$ cat src/rtl/psr_pkg.sv
// Shared widths, bank codes and field masks for the status register
// write controller. Assumes the flags occupy the top nibble and the
// control field the low byte of the status word.
package psr_pkg;
    localparam int PSR_W   = 32;
    localparam int MASK_W  = 4;
    localparam int BANK_W  = 3;
    localparam int FLAG_W  = 4;
    localparam int CTRL_W  = 8;
    localparam int MODE_W  = 5;

    typedef enum logic [BANK_W-1:0] {
        BANK_USER = 3'd0,
        BANK_FAST = 3'd1,
        BANK_INT  = 3'd2,
        BANK_SUP  = 3'd3,
        BANK_ABT  = 3'd4,
        BANK_UND  = 3'd5,
        BANK_NIL6 = 3'd6,
        BANK_NIL7 = 3'd7
    } bank_e;

    localparam logic [PSR_W-1:0] FLAG_FIELD  = {{FLAG_W{1'b1}}, {(PSR_W-FLAG_W){1'b0}}};
    localparam logic [PSR_W-1:0] CTRL_FIELD  = {{(PSR_W-CTRL_W){1'b0}}, {CTRL_W{1'b1}}};
    localparam logic [PSR_W-1:0] NARROW_KEEP = 32'hF000_00C3;
    localparam logic [PSR_W-1:0] PSR_RESET   = 32'h0000_00D3;
    localparam logic [MASK_W-1:0] MASK_WHOLE = 4'b1001;
endpackage

$ cat src/rtl/psr_field_merge.sv
// Field merge: decodes the instruction field mask with privilege and
// merges the operand into the old word. Purely combinational.
// Assumes mask bit 0 is the control selector and bit 3 the flag selector.
module psr_field_merge
    import psr_pkg::*;
(
    input  logic [MASK_W-1:0] mask,
    input  logic              privileged,
    input  logic [PSR_W-1:0]  old_val,
    input  logic [PSR_W-1:0]  src_val,
    output logic [PSR_W-1:0]  new_val
);
    logic [PSR_W-1:0] wmask;

    // Priority decode of the field mask into a bit-level write enable.
    always_comb begin
        if (!privileged)
            wmask = mask[MASK_W-1] ? FLAG_FIELD : '0;
        else if (mask == MASK_WHOLE)
            wmask = '1;
        else if (mask[0])
            wmask = CTRL_FIELD;
        else if (mask[MASK_W-1])
            wmask = FLAG_FIELD;
        else
            wmask = '0;
    end

    // Bitwise merge of the selected field.
    always_comb begin
        new_val = (old_val & ~wmask) | (src_val & wmask);
    end
endmodule

$ cat src/rtl/psr_saved_bank.sv
// Saved status words, one per privileged bank code 1..NUM_SAVED.
// Writes to a bank code without a slot are dropped. Read data follows the
// bank select combinationally; has_slot tells whether it is valid.
module psr_saved_bank
    import psr_pkg::*;
#(
    parameter int NUM_SAVED = 5
) (
    input  logic              clk,
    input  logic              rst_n,
    input  logic              wr_en,
    input  logic [BANK_W-1:0] bank,
    input  logic [PSR_W-1:0]  wr_data,
    output logic [PSR_W-1:0]  rd_data,
    output logic              has_slot
);
    logic [PSR_W-1:0] slot_q [NUM_SAVED];

    for (genvar g = 0; g < NUM_SAVED; g++) begin : g_slot
        // One saved word; loads when its bank code is active and written.
        always_ff @(posedge clk) begin
            if (!rst_n)
                slot_q[g] <= '0;
            else if (wr_en && bank == BANK_W'(g + 1))
                slot_q[g] <= wr_data;
        end
    end

    // Read mux over the slots.
    always_comb begin
        rd_data  = '0;
        has_slot = 1'b0;
        for (int i = 0; i < NUM_SAVED; i++) begin
            if (bank == BANK_W'(i + 1)) begin
                rd_data  = slot_q[i];
                has_slot = 1'b1;
            end
        end
    end
endmodule

$ cat src/rtl/psr_write_ctrl.sv
// Status register write controller top. Holds the current status word,
// routes move-to-status writes through a field merge to either the current
// word or the active bank's saved word, trims for 26-bit compatibility and
// flags mode changes. Assumes one write request per instruction.
module psr_write_ctrl
    import psr_pkg::*;
#(
    parameter int NUM_SAVED = 5
) (
    input  logic              clk,
    input  logic              rst_n,
    input  logic              wr_en,
    input  logic              wr_saved,
    input  logic [MASK_W-1:0] field_mask,
    input  logic [PSR_W-1:0]  src_data,
    input  logic [BANK_W-1:0] bank,
    input  logic              prog32,
    output logic [PSR_W-1:0]  cpsr_q,
    output logic [PSR_W-1:0]  spsr_q,
    output logic              flag_n,
    output logic              flag_z,
    output logic              flag_c,
    output logic              flag_v,
    output logic              irq_dis,
    output logic              fiq_dis,
    output logic              priv,
    output logic              mode_chg
);
    logic [PSR_W-1:0] cur_merged;
    logic [PSR_W-1:0] cur_kept;
    logic [PSR_W-1:0] sav_old;
    logic [PSR_W-1:0] sav_merged;
    logic             sav_has_slot;
    logic             cur_priv;
    logic             cur_wr;

    assign cur_priv = (bank != BANK_USER);
    assign cur_wr   = wr_en && !wr_saved;

    psr_field_merge u_merge_cur (
        .mask       (field_mask),
        .privileged (cur_priv),
        .old_val    (cpsr_q),
        .src_val    (src_data),
        .new_val    (cur_merged)
    );

    psr_field_merge u_merge_sav (
        .mask       (field_mask),
        .privileged (1'b1),
        .old_val    (sav_old),
        .src_val    (src_data),
        .new_val    (sav_merged)
    );

    psr_saved_bank #(.NUM_SAVED(NUM_SAVED)) u_saved (
        .clk      (clk),
        .rst_n    (rst_n),
        .wr_en    (wr_en && wr_saved),
        .bank     (bank),
        .wr_data  (sav_merged),
        .rd_data  (sav_old),
        .has_slot (sav_has_slot)
    );

    // Trim the merged word when running the narrow programming model.
    always_comb begin
        cur_kept = prog32 ? cur_merged : (cur_merged & NARROW_KEEP);
    end

    // Current status word register.
    always_ff @(posedge clk) begin
        if (!rst_n)
            cpsr_q <= PSR_RESET;
        else if (cur_wr)
            cpsr_q <= cur_kept;
    end

    // One-cycle strobe when a write moves the mode field.
    always_ff @(posedge clk) begin
        if (!rst_n)
            mode_chg <= 1'b0;
        else
            mode_chg <= cur_wr && (cur_kept[MODE_W-1:0] != cpsr_q[MODE_W-1:0]);
    end

    assign spsr_q  = sav_has_slot ? sav_old : cpsr_q;
    assign flag_n  = cpsr_q[PSR_W-1];
    assign flag_z  = cpsr_q[PSR_W-2];
    assign flag_c  = cpsr_q[PSR_W-3];
    assign flag_v  = cpsr_q[PSR_W-4];
    assign irq_dis = cpsr_q[7];
    assign fiq_dis = cpsr_q[6];
    assign priv    = |cpsr_q[1:0];
endmodule

$ cat config.mk
export PLATFORM = sky130hd
export DESIGN_NAME = psr_write_ctrl
export DESIGN_NICKNAME = d
export VERILOG_FILES = /design/src/rtl/psr_pkg.sv /design/src/rtl/psr_field_merge.sv /design/src/rtl/psr_saved_bank.sv /design/src/rtl/psr_write_ctrl.sv
export SDC_FILE = /design/constraint.sdc
export NUM_CORES = 1
export LEC_CHECK = 0
export ABC_CLOCK_PERIOD_IN_PS = 5500
export BUFFER_PORTS_ARGS = -buffer_cell sky130_fd_sc_hd__buf_2
export CAP_MARGIN = 40
export CELL_PAD_IN_SITES_DETAIL_PLACEMENT = 0
export CELL_PAD_IN_SITES_GLOBAL_PLACEMENT = 2
export CORE_MARGIN = 2
export CORE_UTILIZATION = 39
export DETAILED_ROUTE_END_ITERATION = 16
export PLACE_DENSITY_LB_ADDON = 0.3
export SETUP_SLACK_MARGIN = 0.2
export SYNTH_ARGS = -nofsm -noshare
export SYNTH_HDL_FRONTEND = slang
export SYNTH_SLANG_ARGS = --single-unit
$ cat constraint.sdc
create_clock -name clk -period 5.5 [get_ports clk]
set_clock_uncertainty 0.15 [all_clocks]
set_input_delay 0.825 -clock clk [delete_from_list [all_inputs] [get_ports clk]]
set_output_delay 0.825 -clock clk [all_outputs]
set_load 0.005 [all_outputs]
==> flow_metrics.py <==
metrics = {
    "setup_path": {
        "setup.worst_path.class": "input port to primary output",
        "critical_path_arrival_ns": 2.94,
        "start_kind": "input port",
        "worstSetupEndpointType": "primary output",
        "rrSetupSlack_ns": 3.91,
        "crit_fanout": 28,
        "worstPathRequired_ns": 4.53,
    },
    "layout": {
        "final_cells": 1354,
        "n_antenna_cell": 0,
        "final_layout_size_suffix_gt1_share_pct": 28.3,
        "areaGrowthSynthToFinish_pct": 13.7,
        "nNetsFinal": 1050,
        "multi_input_area_um2": 4290,
        "nFillCells": 2477,
        "seq_area_um2": 5470,
    },
    "cts": {
        "post_cts_buffers": 0,
        "postCtsResizedCells": 0,
        "root_buffer": "clkbuf_16",
        "clk_pin_slew_ns": 0.07,
        "insertion_delay_ns": 0.44,
        "holdBufCountCts": 0,
        "cts_tree": "done",
        "cts_buffers": 17,
        "cts_htree_levels": 4,
        "cts.path.max_buffers": 2,
        "cts_sinks": 193,
    },
    "synthesis": {
        "syn_area_um2": 10200,
        "synth_top_area_share_pct": 47.2,
        "syn_nets": 963,
        "yosysMostFrequentCell": "nand2_1",
        "synth_edf_count": 160,
        "synth_cell_types": 52,
        "yosys-top-cells-area": "edfxtp_1 (47%), nand2_1 (7.2%), nor2_1 (6.6%)",
        "synthArstFlopShare_pct": 0,
        "avgSynthCellArea_um2": 11.1,
        "ys_seq_elements": 193,
        "synth-main-ff-cell": "edfxtp_1",
        "synth_top_cell_by_area": "edfxtp_1",
        "yosys_warnings": 0,
        "synth_common_cells": "nand2_1 (196), nor2_1 (179), edfxtp_1 (160), mux2i_1 (62), buf_2 (34)",
        "synthCells": 919,
        "seq_area_frac_synth_pct": 53.7,
    },
    "timing": {
        "min_period_ns": 3.92,
        "setup_tns_ns": 0,
        "rsz0062_at_grt": "false",
        "slew_viol_final": 0,
        "min_period_over_period_pct": 71.2,
        "max_freq_mhz": 255,
        "finalSetupViolations": 0,
        "holdWs_ns": 0.371,
        "slew_headroom_pct": 42.6,
        "finalHoldViolations": 0,
        "worst_slew_pin_slew_ns": 0.861,
    },
    "floorplan": {
        "die_area_um2": 27400,
        "die_h_um": 166,
        "num_rows": 59,
        "die_x_um": 166,
        "io_pins": 116,
        "core-area_um2": 25800,
        "floorplan.initialDensity_pct": 39.4,
    },
    "routing": {
        "vias": 7270,
        "wirelength_um": 27700,
        "ant_nets": 0,
        "firstDrtPassIters": 5,
        "vias_per_cell": 5.37,
        "drt-initial-drc-count": 518,
        "post-route-drc-count": 0,
        "routedWlPerCell_um": 20.4,
    },
    "placed_design": {
        "hpwl_um": 17000,
        "numPortBuffers": 115,
        "place_congestion": 0.725,
        "dp.cells": 1322,
    },
    "run_status": {
        "status": "finished clean",
    },
    "worst_hold_path": {
        "hp-class": "register to register",
    },
    "grt": {
        "grt_max_degree": 52,
        "grt_first_pass_wirelength_um": 42100,
        "grt.overflow.total": 0,
        "first_global_vias": 7081,
        "antenna_found_initial": 0,
        "grt.total_usage_pct": 20.7,
    },
    "flow_run": {
        "maxCapViolations": 0,
    },
    "power_and_ir_drop": {
        "ir_drop_mv": 0.159,
        "p_per_area_nw_per_um2": 279,
        "leakage_nw": 4.26,
    },
}
-- sequential cells by signal (all words and copies together), names as in the netlist, named ones only --
register        count
cpsr_q             26
mode_chg            1
u_saved.slot_q    160
-- cell type report --
cell class	instances	share of cell area, %
clock buffers	18	3.80
clock inverters	14	1.04
inverters	1	0.0324
multi-input cells	657	37.1
flip-flops and latches	193	47.2
well taps	335	3.62
repair buffers	136	7.18
-- critical path, stage by stage --
cell and delay [ns]:
buf_2 0.59, a21o_1 0.70, buf_4 0.40, nand2_1 0.08, o221ai_1 0.12, buf_2 0.18
-- routing by layer --
metal / share of wire [%] / track usage [%] / vias to the layer above / routed length, µm
met2: 47 / 33.2 / 185 / 13000
met1: 48 / 30.0 / 3591 / 13300
met4: 0.88 / 4.74 / 0 / 244
li1: - / - / 3476 / -
met3: 4.2 / 2.47 / 18 / 1160
met5: 0 / 0 / - / 0
-- logic make-up after synthesis --
logic type	synth area share [%]
multiplexers	9.75
XOR/XNOR	0.172
flip-flops	53.7
buffers and inverters	4.83
AND/OR/NAND/NOR	18.8
AO/OA/AOI/OAI	12.8
-- power by group --
part           switching (mW)  leakage [nW]  internal [mW]
Combinational           0.237          2.07          0.137
Sequential             0.0176          1.93           1.63
Clock                   0.602         0.268          0.607
-- worst paths after layout --
kind / startpoint / to / cells past startpoint
hold reg to reg: cpsr_q[16] / cpsr_q[16] / 2
setup reg to reg: u_saved.slot_q[2][29] / u_saved.slot_q[2][29] / 4
hold / removal: cpsr_q[16] / cpsr_q[16] / 2
setup / recovery: bank[1] / spsr_q[27] / 6
-- stage by stage --
| stage | utilization [%] | power (mW) | instance area (µm²) | setup slack, ns |
|---|---|---|---|---|
| after floorplan | - | 1.93 | 10200 | 1.28 |
| after global placement | 42.2 | 2.05 | 10900 | 1.57 |
| after detailed placement | 42.6 | 2.06 | 11000 | 1.57 |
| after CTS | 44.8 | 3.25 | 11600 | 1.58 |
| after global routing | 44.8 | 3.34 | 11600 | 1.48 |
| final | 44.8 | 3.23 | 11600 | 1.58 |
-- cells in the final DEF (no fill, tap or decap), types with 3 or more instances in the layout --
cell type,Yosys,layout
a32oi_1,3,3
nand2_1,196,196
a22oi_2,31,31
dfxtp_1,33,33
mux2_4,3,3
nor2b_1,8,8
nor3_1,5,5
clkinvlp_4,0,3
buf_16,0,4
inv_6,0,5
o221a_4,10,10
edfxtp_1,160,160
nand2b_1,30,29
nand3b_1,5,5
nor2_1,179,179
clkbuf_16,0,17
nor2_4,1,5
buf_2,34,113
o221ai_1,31,31
mux2i_1,62,62
mux2_2,28,28
a21oi_1,3,3
buf_4,11,18
o221a_2,21,21
o21ai_0,8,3
o21ai_2,0,3
o31ai_4,2,3
clkinv_4,0,3
Note: power is estimated with default switching activity, not from simulation.
